## src/rtl/sar_pkg.sv

```systemverilog
package sar_pkg;

  // Phase of the conversion sequencer.
  typedef enum logic [1:0] {
    PH_IDLE   = 2'd0,
    PH_SETTLE = 2'd1,
    PH_SAMPLE = 2'd2
  } sar_phase_e;

endpackage

```

## src/rtl/sar_seq.sv

```systemverilog
module sar_seq #(
  parameter int WIDTH = 8
) (
  input  logic clk,
  input  logic rst_n,
  input  logic start_i,
  input  logic last_i,
  output logic load_o,
  output logic decide_o,
  output logic finish_o,
  output logic busy_o
);
  import sar_pkg::*;

  sar_phase_e phase_q, phase_d;

  // Start is only taken in the idle phase.
  assign load_o   = (phase_q == PH_IDLE) && start_i;
  assign decide_o = (phase_q == PH_SAMPLE);
  assign finish_o = decide_o && last_i;
  assign busy_o   = (phase_q != PH_IDLE);

  always_comb begin
    phase_d = phase_q;
    unique case (phase_q)
      PH_IDLE:   if (start_i) phase_d = PH_SETTLE;
      PH_SETTLE: phase_d = PH_SAMPLE;
      PH_SAMPLE: phase_d = last_i ? PH_IDLE : PH_SETTLE;
      default:   phase_d = PH_IDLE;
    endcase
  end

  always_ff @(posedge clk) begin
    if (!rst_n) phase_q <= PH_IDLE;
    else        phase_q <= phase_d;
  end

endmodule

```

## src/rtl/sar_trial.sv

```systemverilog
module sar_trial #(
  parameter int WIDTH = 8
) (
  input  logic             clk,
  input  logic             rst_n,
  input  logic             load_i,
  input  logic             decide_i,
  input  logic             cmp_i,
  output logic [WIDTH-1:0] trial_o,
  output logic [WIDTH-1:0] final_o,
  output logic             last_o
);

  localparam int MSB = WIDTH - 1;

  logic [WIDTH-1:0] trial_q, trial_d;
  logic [WIDTH-1:0] ptr_q, ptr_d;
  logic [WIDTH-1:0] decided;

  // Per-bit update: the bit under test takes the comparator, the one below
  // it becomes the next candidate, decided bits keep their value.
  for (genvar i = 0; i < WIDTH; i++) begin : g_bit
    assign decided[i] = ptr_q[i] ? cmp_i : trial_q[i];
    if (i == MSB) begin : g_top
      always_comb begin
        if (load_i)        trial_d[i] = 1'b1;
        else if (decide_i) trial_d[i] = decided[i];
        else               trial_d[i] = trial_q[i];
        if (load_i)        ptr_d[i] = 1'b1;
        else if (decide_i) ptr_d[i] = 1'b0;
        else               ptr_d[i] = ptr_q[i];
      end
    end else begin : g_low
      always_comb begin
        if (load_i)        trial_d[i] = 1'b0;
        else if (decide_i) trial_d[i] = decided[i] | ptr_q[i+1];
        else               trial_d[i] = trial_q[i];
        if (load_i)        ptr_d[i] = 1'b0;
        else if (decide_i) ptr_d[i] = ptr_q[i+1];
        else               ptr_d[i] = ptr_q[i];
      end
    end
  end

  always_ff @(posedge clk) begin
    if (!rst_n) begin
      trial_q <= '0;
      ptr_q   <= '0;
    end else begin
      trial_q <= trial_d;
      ptr_q   <= ptr_d;
    end
  end

  assign trial_o = trial_q;
  assign final_o = decided;
  assign last_o  = ptr_q[0];

endmodule

```

## src/rtl/sar_result.sv

```systemverilog
module sar_result #(
  parameter int WIDTH = 8
) (
  input  logic             clk,
  input  logic             rst_n,
  input  logic             finish_i,
  input  logic [WIDTH-1:0] final_i,
  output logic [WIDTH-1:0] code_o,
  output logic             done_o
);

  always_ff @(posedge clk) begin
    if (!rst_n) begin
      code_o <= '0;
      done_o <= 1'b0;
    end else begin
      done_o <= finish_i;
      if (finish_i) code_o <= final_i;
    end
  end

endmodule

```

## src/rtl/sar_ctrl.sv

```systemverilog
module sar_ctrl #(
  parameter int WIDTH = 8
) (
  input  logic             clk,
  input  logic             rst_n,
  input  logic             start_i,
  input  logic             cmp_i,
  output logic             hold_o,
  output logic [WIDTH-1:0] dac_code_o,
  output logic             busy_o,
  output logic             done_o,
  output logic [WIDTH-1:0] code_o
);

  logic             load, decide, finish, last;
  logic [WIDTH-1:0] final_code;

  sar_seq #(.WIDTH(WIDTH)) u_seq (
    .clk      (clk),
    .rst_n    (rst_n),
    .start_i  (start_i),
    .last_i   (last),
    .load_o   (load),
    .decide_o (decide),
    .finish_o (finish),
    .busy_o   (busy_o)
  );

  sar_trial #(.WIDTH(WIDTH)) u_trial (
    .clk      (clk),
    .rst_n    (rst_n),
    .load_i   (load),
    .decide_i (decide),
    .cmp_i    (cmp_i),
    .trial_o  (dac_code_o),
    .final_o  (final_code),
    .last_o   (last)
  );

  sar_result #(.WIDTH(WIDTH)) u_result (
    .clk      (clk),
    .rst_n    (rst_n),
    .finish_i (finish),
    .final_i  (final_code),
    .code_o   (code_o),
    .done_o   (done_o)
  );

  // The input is held for exactly the span of the search.
  assign hold_o = busy_o;

endmodule

```

## config.mk

```make
export PLATFORM = sky130hd
export DESIGN_NAME = sar_ctrl
export DESIGN_NICKNAME = d
export VERILOG_FILES = /design/src/rtl/sar_pkg.sv /design/src/rtl/sar_seq.sv /design/src/rtl/sar_trial.sv /design/src/rtl/sar_result.sv /design/src/rtl/sar_ctrl.sv
export SDC_FILE = /design/constraint.sdc
export NUM_CORES = 1
export LEC_CHECK = 0
export ABC_AREA = 1
export BUFFER_PORTS_ARGS = -buffer_cell sky130_fd_sc_hd__buf_2
export CAP_MARGIN = 20
export CORE_AREA = 4 4 75 77
export DETAILED_ROUTE_END_ITERATION = 8
export DIE_AREA = 0 0 79 81
export GPL_TIMING_DRIVEN = 0
export PLACE_DENSITY_LB_ADDON = 0.08
export SETUP_SLACK_MARGIN = 0.4
export SYNTH_ARGS = -nofsm -noshare
export SYNTH_HDL_FRONTEND = slang
export SYNTH_SLANG_ARGS = --single-unit
```

## constraint.sdc

```tcl
create_clock -name clk -period 1.2 [get_ports clk]
set_clock_uncertainty 0.2 [all_clocks]
set_input_delay 0.12 -clock clk [delete_from_list [all_inputs] [get_ports clk]]
set_output_delay 0.12 -clock clk [all_outputs]
set_load 0.01 [all_outputs]
```

Word-level counts from Yosys, hierarchy flattened. Index checks and enable logic that the tools add are counted.

Magnitude comparators: 0. Shifts and indexed selects: 0. Reductions and logical operators: 6. Muxes and demuxes: 15. Equal/unequal tests: 3. Div/mod/pow operators: 0. Bitwise gates (word level): 8. Add/sub/neg operators: 0. Multipliers: 0.

Operator list (count): $mux 1 (13); $or 1x1->1 (7); $pmux 2 s3 (1); $reduce_bool 2->1 (2); $eq 2x1->1 const B (1); $eq 2x2->1 const B (1); $logic_and 1x1->1 (2); $logic_not 2->1 (1); $mux 2 (1); $ne 2x2->1 const B (1); $reduce_or 2->1 (1); $not 1->1 (1).

Input bits: 4. Memories: 0. Register bits: 27. Latch bits: 0. Logic and storage cells: 39. ROM bits: 0. Output and inout bits: 19. Memory bits (writable): 0.

Longest topological paths before layout. Gate-level depths: netlist (run 1).

Depth in word-level cells: 3. Mapped depth: 6.

By module. A second synthesis (run 1) with hierarchy kept.

Cell total of the unflattened synthesis: 158. Area, all modules: 1129.8 um2.

By module, submodules not included: sar_trial (area an instance 643.1 um2, instances 1, cells an instance 88); sar_result (area an instance 375.4 um2, instances 1, cells an instance 54); sar_seq (area an instance 103.8 um2, instances 1, cells an instance 15); sar_ctrl (area an instance 7.5 um2, instances 1, cells an instance 1).

Worst setup path before layout (run 1). Ideal clock, no wire load.

Path type: flip-flop to flip-flop. Start: reg u_seq.phase_q[1]. End: reg u_trial.trial_q[5] (netlist: u_trial.trial_o[5]). Stages on the path, launching flop included: 7. Setup slack: -22 ps. Data arrival time: 908 ps. Data required time: 886 ps. Cells stage by stage: dfxtp_1 > inv_1 > nor2_4 > buf_4 > nand2_1 > a21oi_1 > nor2_1.

Cells in the longest elaborated chain, start to end: 3.

RTL lines: from (decl) (line sar_seq.sv:15) `sar_phase_e phase_q, phase_d;`; from (signal assigned) (line sar_seq.sv:35) `else phase_q <= phase_d;`; $logic_not 2->1 (line sar_seq.sv:18) `assign load_o = (phase_q == PH_IDLE) && start_i;`; $logic_and 1x1->1 (line sar_seq.sv:18); $reduce_or 2->1 (no source line); to (signal assigned) (line sar_trial.sv:50) `trial_q <= trial_d;`; to (decl) (line sar_trial.sv:16) `logic [WIDTH-1:0] trial_q, trial_d;`.

Parallel ways exist; a longest one is shown, timed or not. A chain may end at the register's enable or synchronous reset.

Worst setup path in the final report (run 1).
Start: reg u_seq.phase_q[1]. End: out hold_o.

Cells in the longest elaborated chain, start to end: 1.

RTL lines: $reduce_bool 2->1 (line sar_seq.sv:21) `assign busy_o = (phase_q != PH_IDLE);`; to (decl) (line sar_ctrl.sv:8) `output logic hold_o,`.

No other way between the ends.

==> results of run 1 <==
==> synth_stat cells <==
| master | instances |
|---|---|
| nand3_2 | 1 |
| buf_4 | 2 |
| a21oi_1 | 10 |
| o21ai_0 | 12 |
| nor2_1 | 24 |
| nand2_1 | 57 |
| buf_2 | 1 |
| nor3_1 | 1 |
| inv_2 | 2 |
| a21oi_2 | 1 |
| nor2_4 | 1 |
| nand3_1 | 2 |
| dfxtp_1 | 27 |
| inv_1 | 25 |
==> routing by layer <==
metal | global-route usage | routed length [um] | part of all wire
met5 | 0 | 0 | 0
met3 | 0.01885 | 103 | 0.033
met4 | 0.03093 | 20 | 0.0065
met2 | 0.1616 | 1464 | 0.47
met1 | 0.1390 | 1495 | 0.48
==> critical path, cell delays in order (launching register included) <==
cell     delay [ps]
dfxtp_4         380
nor2_4          110
inv_2            50
buf_6           100
buf_6           110
==> registers in the layout (all words and copies together), names as in the netlist <==
signal,cells
u_result.code_o,8
u_result.done_o,1
u_seq.phase_q,2
u_trial.ptr_q,8
u_trial.trial_o,8
==> cells by family (layout without fill, tap and decap cells) <==
kind of cell           count (synthesis)  count (layout)  synth area share
and+or+nand+nor                       86              86            0.3036
buffers and inverters                 30              67            0.1083
DFF                                   27              27            0.4821
AOI/OAI and AO/OA                     23              23            0.1060
==> per-stage QoR <==
stage	instances	area, um^2	power [mW]	setup slack (ps)	utilization
after floorplan	166	1165	1.084	45.34	-
after global placement	258	1363	1.147	-102.4	0.2720
after detailed placement	258	1363	1.148	-119.5	0.2720
after CTS	269	1653	1.761	-159.5	0.3299
after global routing	273	1719	1.822	-195.7	0.3432
final	273	1719	1.727	-145.2	0.3432
==> cell type report <==
cell class	count	area [um^2]
fill	562	3291
multi-input combinational	109	538.0
sequential	27	569.3
tap	70	87.58
clock inverter	1	5.005
buffer	3	33.78
clock buffer	3	41.29
inverter	27	113.9
timing repair buffer	33	330.3
==> path summary, 6_finish.rpt <==
kind	start	to	slack (ps)
setup / recovery	u_seq.phase_q[1]	hold_o	-150
hold reg to reg	u_seq.phase_q[1]	u_seq.phase_q[1]	270
setup reg to reg	u_seq.phase_q[0]	u_trial.trial_o[5]	-130
hold / removal	rst_n	u_result.code_o[5]	-40
==> repair_timing <==
action	CTS	global route
pin swaps	4	4
gates resized for setup	56	12
cloned	2	0
setup endpoints to repair	46	46
buffers inserted	5	4
endpoints found under the hold margin	6	5
==> power breakdown <==
part | internal [mW] | switching (mW)
clock | 0.233 | 0.306
combinational | 0.104 | 0.142
sequential | 0.920 | 0.0216
==> placed cells by master (no fill, tap or decap) <==
master / instances
nand3_1: 1
buf_12: 1
nand3_4: 1
nand3_2: 1
o21ai_1: 5
inv_6: 1
o21ai_0: 4
nor3_1: 1
nor2_4: 2
o21ai_2: 3
clkbuf_8: 3
nor2_2: 1
dfxtp_4: 2
a21oi_2: 5
nand2_1: 49
clkinv_2: 1
nor2_1: 22
inv_2: 3
buf_2: 5
buf_4: 5
nand2_4: 2
dfxtp_2: 17
a21oi_1: 6
nand2_2: 6
inv_8: 1
dfxtp_1: 8
inv_1: 22
buf_6: 25
==> results.cfg, run 1 <==
[route]
drcViolationCount = 0
num_vias = 1080
drt-pass1-iter-count = 4
wl_per_cell_um = 11.30
wirelength_um = 3084
drt-initial-drc-count = 70
ant_nets = 0
viasPerCell = 3.956

[grt]
grt_start_max_net_pins = 16
grt_antenna_before_repair = 0
grt_pass1_wl_um = 5016
track_usage = 0.1014
overflow = 0
grt_pass1_vias = 1025

[critical_path]
crit_type = register to output pin
rr_worst_depth = 6
worst_setup_path_start_kind = register
crit_path_max_fanout = 4
end_kind = output pin
crit_required_ps = 880
critPathArrivalTime_ps = 1030

[placement]
gp_congestion = 0.7728
hpwlAfterDp_um = 2044
io_buffer_count = 22

[run_status]
failed_checks = hold timing, setup timing
status = finished, violations left

[floorplanning]
die_y_um = 81
dieArea_um2 = 6399
io_pins = 23
initial_core_util = 0.2238
rows = 26
die_w_um = 79
core_area_um2 = 5010

[clocking]
clk_latency_ps = 280
cts_buffer_depth = 2
htreeDepth = 1
clock_sinks = 27
cts_root_buf = clkbuf_8
cts_buffers = 3
cts_tree = done
cts.clk_slew.worst_paths_ps = 100

[timing]
layout_min_cycle_time_ps = 1345
setup_viol = 27
worst_pin_slew_ps = 416.0
rsz0062_at_grt = true
setup_ws_ps = -145.2
drv_slew = 0
setup_tns_ps = -2307
relSlewSlack = 0.7227
finalCritPeriodShare = 1.121
timing.hold.ws_ps = -41.61
finalHoldViolations = 5
fmax_mhz = 743.4

[yosys]
synth-seq-area-share = 0.4821
syn_avg_cell_area_um2 = 6.753
synth.net_count = 170
yosysTopAreaCell = dfxtp_1
syn_inst = 166
ys_types = 14
synth_top_area_frac = 0.4821
synth_seq_cells = 27
synth_area_leaders = dfxtp_1, nand2_1, inv_1
synth_area_um2 = 1121
yosysWarnings = 0

[flow_run]
cap_viol_max_count = 0

[pwr]
p_leak_nw = 0.7649
peakVddDrop_v = 0.0004070
powerDensity_nw_per_um2 = 1005

[worst_hold_path]
min_delay_path_depth = 3
hp-class = primary input to register

[cells_and_area]
syn2layout_area_growth_pct = 53.35
final_nets = 208
diodes = 0
drive_gt1_frac = 0.4187
No activity file was read; power rests on OpenSTA's default activity.
==> run 2: changes to the inputs <==
--- a/config.mk
+++ b/config.mk
@@ -8,12 +8,13 @@
 export ABC_AREA = 1
 export BUFFER_PORTS_ARGS = -buffer_cell sky130_fd_sc_hd__buf_2
 export CAP_MARGIN = 20
-export CORE_AREA = 4 4 75 77
+export CORE_AREA = 4 4 76 78
 export DETAILED_ROUTE_END_ITERATION = 8
-export DIE_AREA = 0 0 79 81
+export DIE_AREA = 0 0 80 82
 export GPL_TIMING_DRIVEN = 0
 export PLACE_DENSITY_LB_ADDON = 0.08
 export SETUP_SLACK_MARGIN = 0.4
 export SYNTH_ARGS = -nofsm -noshare
 export SYNTH_HDL_FRONTEND = slang
+export SYNTH_HIERARCHICAL = 1
 export SYNTH_SLANG_ARGS = --single-unit
==> run 2 against run 1 <==
Effect of this change:
- the run still ends with hold timing, setup timing left
- via count up 3.2%
- routed wire length fell by 5.3%
- die area increased by 2.5%
- worst hold slack worse by 51 ps
- critical path type unchanged
- largest power group unchanged
==> results.cfg, run 2 <==
[clocking]
clock_sinks = 27
htreeDepth = 1
cts_buffer_depth = 2
cts_tree = done
cts_buffers = 3
cts_root_buf = clkbuf_8
clk_latency_ps = 270
cts.clk_slew.worst_paths_ps = 90

[critical_path]
worst_setup_path_start_kind = register
crit_chain = inv_4, nand2_4, buf_6, buf_6
crit_path_max_fanout = 4
critPathMostFrequentCell = buf_6
crit_type = register to output pin
timing.rr.end = u_trial/trial_o[0]
cpLargestDelayFamily = flip-flops
end_kind = output pin
critical_path_buf_inv_count = 3
worst_path_max_delay_cell = dfxtp_4
rr_worst_depth = 5
r2r_setup_slack_ps = -130
timing.rr.start = u_seq/phase_q[0]
cpPeakStageDelay_ps = 370
crit_path_start = u_seq/phase_q[1]
critPathArrivalTime_ps = 1010
crit_required_ps = 880

[grt]
grt_start_max_net_pins = 15
grt_antenna_before_repair = 0
grt_pass1_wl_um = 5064
track_usage = 0.09701
overflow = 0
grt_pass1_vias = 1177

[floorplanning]
io_pins = 23
core_area_um2 = 5075
rows = 26
die_w_um = 80
die_y_um = 82
initial_core_util = 0.2226
dieArea_um2 = 6560

[worst_hold_path]
worstHoldStart = rst_n
min_to = u_seq/phase_q[0]
hp-class = primary input to register
min_delay_path_depth = 3

[placement]
gp_congestion = 0.7361
hpwlAfterDp_um = 1980
io_buffer_count = 22

[yosys]
syn_avg_cell_area_um2 = 7.151
synth-main-ff-cell = dfxtp_1
synth-seq-area-share = 0.4784
syn_inst = 158
synth_commonest_cells = nor2_1, dfxtp_1, nand2_1
ys_types = 17
synth_seq_cells = 27
synthArstFlopShare = 0
synth_area_um2 = 1130
yosysWarnings = 6
synth_top_area_frac = 0.4784
yosysTopAreaCell = dfxtp_1
synth_area_leaders = dfxtp_1, nor2_1, nand2_1
post-synth-top-count-cell = nor2_1
synth.net_count = 162
synth_edf_count = 0

[timing]
drv_slew = 0
timing.hold.ws_ps = -92.77
layout_min_cycle_time_ps = 1334
setup_tns_ps = -2408
fmax_mhz = 749.4
relSlewSlack = 0.7805
finalHoldViolations = 4
setup_ws_ps = -134.4
worst_pin_slew_ps = 328.9
setup_viol = 26
finalCritPeriodShare = 1.112
rsz0062_at_grt = true

[cells_and_area]
layout_commonest_cell = buf_6
drive_gt1_frac = 0.5343
fillers = 558
syn2layout_area_growth_pct = 64.45
mostFrequentLayoutCells = buf_6, inv_1, nor2_1
diodes = 0
final_nets = 209

[route]
wirelength_um = 2920
drcViolationCount = 0
drt-initial-drc-count = 37
wl_per_cell_um = 10.66
drt-pass1-iter-count = 4
ant_nets = 0
num_vias = 1115
viasPerCell = 4.069

[run_status]
status = finished, violations left
failed_checks = hold timing, setup timing

[flow_run]
cap_viol_max_count = 0

[pwr]
powerDensity_nw_per_um2 = 989.9
peakVddDrop_v = 0.0004029
p_leak_nw = 0.8484
run 2: final cells by class:
type | count | area, um^2 | area share
Clock buffer | 4 | 45.04 | 0.02424
Buffer | 5 | 57.56 | 0.03098
Inverter | 26 | 102.6 | 0.05522
Timing Repair Buffer | 42 | 419.2 | 0.2256
Multi-Input combinational cell | 100 | 576.8 | 0.3104
Sequential cell | 27 | 569.3 | 0.3064
Tap cell | 70 | 87.58 | 0.04714
run 2: per-stage QoR:
stage          power, mW  utilization  area, um^2  worst slack, ps  std cells
2_1_floorplan      1.136            -        1146           -27.86        158
3_3_place_gp       1.209       0.2648        1344           -323.1        250
3_5_place_dp       1.210       0.2648        1344           -338.3        250
4_1_cts            1.837       0.3385        1718           -136.3        269
5_1_grt            1.951       0.3661        1858           -204.4        274
6_report           1.839       0.3661        1858           -134.4        274
run 2: worst max path at each step:
stage	slack, ps	end	depth (start not counted)
3_3_place_gp	-320	u_trial/trial_o[0]	5
5_1_grt	-200	u_trial/trial_o[2]	7
6_report	-130	hold_o	4
2_1_floorplan	-30	u_result/code_o[6]	7
3_5_place_dp	-340	u_trial/trial_o[1]	5
4_1_cts	-140	hold_o	4
run 2: cells by family (layout without fill, tap and decap cells):
logic type | after synthesis | count (layout) | synth area share
compound gates | 25 | 25 | 0.1107
buf+inv | 31 | 77 | 0.1273
flops | 27 | 27 | 0.4784
simple gates | 75 | 75 | 0.2835
run 2: per-layer routing:
metal / global-route usage / part of all wire
met4: 0.03378 / 0.011
met5: 0 / 0
met1: 0.1179 / 0.45
met2: 0.1680 / 0.48
met3: 0.02193 / 0.055
run 2: timing repair:
item	in CTS	in global routing
endpoints found under the hold margin	4	3
resized for setup	56	31
endpoints found under the setup margin	46	46
pin swaps	12	10
setup buffers	14	4
gates cloned	1	1
run 2: tightest hold or removal path, stage by stage:
cell and delay (ps):
buf_2 100, inv_1 60, nor2_2 60
run 2: report_power, final:
part	internal, mW	switching, mW	leakage (nW)
combinational	0.175	0.186	0.597
sequential	0.932	0.0340	0.229
clock	0.238	0.276	0.0228
==> run 3: changes to the inputs <==
--- a/config.mk
+++ b/config.mk
@@ -8,11 +8,12 @@
 export ABC_AREA = 1
 export BUFFER_PORTS_ARGS = -buffer_cell sky130_fd_sc_hd__buf_2
 export CAP_MARGIN = 20
-export CORE_AREA = 4 4 76 78
+export CORE_AREA = 4 4 55 57
 export DETAILED_ROUTE_END_ITERATION = 8
-export DIE_AREA = 0 0 80 82
+export DIE_AREA = 0 0 59 61
 export GPL_TIMING_DRIVEN = 0
 export PLACE_DENSITY_LB_ADDON = 0.08
+export RECOVER_POWER = 25
 export SETUP_SLACK_MARGIN = 0.4
 export SYNTH_ARGS = -nofsm -noshare
 export SYNTH_HDL_FRONTEND = slang
==> run 3 against run 2 <==
Effect of this change:
- the flow still finishes with violations (hold timing, setup timing)
- power decreased by 4.4%
- design area grew 0.47%
- combinational power is 5% higher
- clock power down 20%
- worst hold slack worse by 43 ps
- via count is 2.4% higher
==> results.cfg, run 3 (synthesis gave the netlist of run 2 again) <==
[run_status]
status = finished, violations left
failed_checks = hold timing, setup timing

[pwr]
p_sw_frac = 0.2930
pwr-share-seq = 0.553
p_leak_nw = 0.8539
p_sw_uw = 514.9
comb_power_share = 0.216
internal_power_mw = 1.243
peakVddDrop_v = 0.0008315
powerDensity_nw_per_um2 = 941.5
power.share.clock = 0.232
report.power.total_mw = 1.758

[grt]
grt_start_max_net_pins = 15
grt_antenna_before_repair = 0
grt_pass1_vias = 1055
overflow = 0
grt_pass1_wl_um = 4409
track_usage = 0.1600

[timing]
relSlewSlack = 0.8025
setup_tns_ps = -3690
worst_pin_slew_ps = 293.2
finalCritPeriodShare = 1.151
timing.hold.ws_ps = -135.7
rsz0062_at_grt = true
setup_ws_ps = -181.7
setup_viol = 27
drv_slew = 0
finalHoldViolations = 4
layout_min_cycle_time_ps = 1382
fmax_mhz = 723.7

[clocking]
htreeDepth = 1
cts.clk_slew.worst_paths_ps = 150
cts_root_buf = clkbuf_4
clk_latency_ps = 330
cts_buffer_depth = 2
cts_tree = done
clock_sinks = 27
cts_buffers = 3

[flow_run]
cap_viol_max_count = 0

[critical_path]
crit_required_ps = 880
worst_path_max_delay_cell = dfxtp_2
crit_path_max_fanout = 3
cpPeakStageDelay_ps = 370
crit_type = register to output pin
critPathArrivalTime_ps = 1060
worst_setup_path_start_kind = register
end_kind = output pin
critPathMostFrequentCell = buf_6
crit_chain = inv_4, nand2_4, buf_6, buf_6

[route]
wl_per_cell_um = 12.67
drt-initial-drc-count = 51
num_vias = 1142
viasPerCell = 4.860
wirelength_um = 2977
drt-pass1-iter-count = 4
drcViolationCount = 0
ant_nets = 0

[cells_and_area]
drive_gt1_frac = 0.5463
final_util = 0.7535
layout.cells.non_filler = 235
diodes = 0
final_nets = 210
multi_input_area_um2 = 615.6
postLayoutCellArea_um2 = 1867
register_area_um2 = 569.3
syn2layout_area_growth_pct = 65.23
fillers = 172
layout_commonest_cell = nand2_1
mostFrequentLayoutCells = nand2_1, inv_1, buf_6

[placement]
dpl_worst_slack_ps = -254.5
io_buffer_count = 22
dp.cells = 210
gp_congestion = 0.7693
hpwlAfterDp_um = 1723
placed_area_um2 = 1294

[worst_hold_path]
hp-class = primary input to register

[floorplanning]
io_pins = 23
die_y_um = 61
core_area_um2 = 2477
initial_core_util = 0.4561
rows = 18
die_w_um = 59
dieArea_um2 = 3599
-- run 3: changes by cell type in the layout (fill, tap and decap cells not counted), moves of 6 or more --
| cell | before | now |
|---|---|---|
| buf_6 | 27 | 21 |
| nand2_1 | 12 | 25 |
| nor2_4 | 5 | 11 |
| nand2_2 | 11 | 2 |
-- run 3: final timing paths --
kind / start / end / slack (ps) / depth (start not counted)
max: u_seq/phase_q[1] / hold_o / -180 / 4
min: rst_n / u_seq/phase_q[1] / -140 / 3
max reg2reg: u_seq/phase_q[1] / u_trial/trial_o[3] / -170 / 7
min reg2reg: u_result/code_o[5] / u_result/code_o[5] / 290 / 2
-- run 3: worst max-delay path, delay by kind of cell (launching register included) --
kind | cells | cell delay (ps)
flip-flops | 1 | 370
buffers and inverters | 3 | 300
AND/OR/NAND/NOR | 1 | 70
-- run 3: per-layer routing --
metal,wire (um),GRT usage,vias to the layer above
met5,0,0,-
met4,53,0.04854,0
met3,154,0.03404,6
met2,1484,0.2760,33
met1,1285,0.2005,518
li1,-,-,585
-- run 3: power groups by stage --
stage               combinational, mW  clock (mW)  sequential [mW]
floorplan                       0.155           0            0.982
global placement                0.219           0            0.977
detailed placement              0.224           0            0.978
CTS                             0.304       0.413            0.965
global route                    0.412       0.459            0.978
finish                          0.379       0.408            0.971
-- run 3: area by class of cell --
type                       count  area share
multi-input combinational    100      0.3298
sequential                    27      0.3050
timing repair buffer          42      0.2332
inverter                      26     0.05898
buffer                         5     0.03552
tap                           30     0.02011
clock buffer                   4     0.01408
timing repair inverter         1    0.003351
-- run 3: repair_timing --
action | CTS | global route
setup endpoints to repair | 46 | 46
hold endpoints to repair | 5 | 5
gates cloned | 1 | 3
resized for setup | 54 | 39
buffers inserted | 12 | 5
pin swaps | 11 | 5
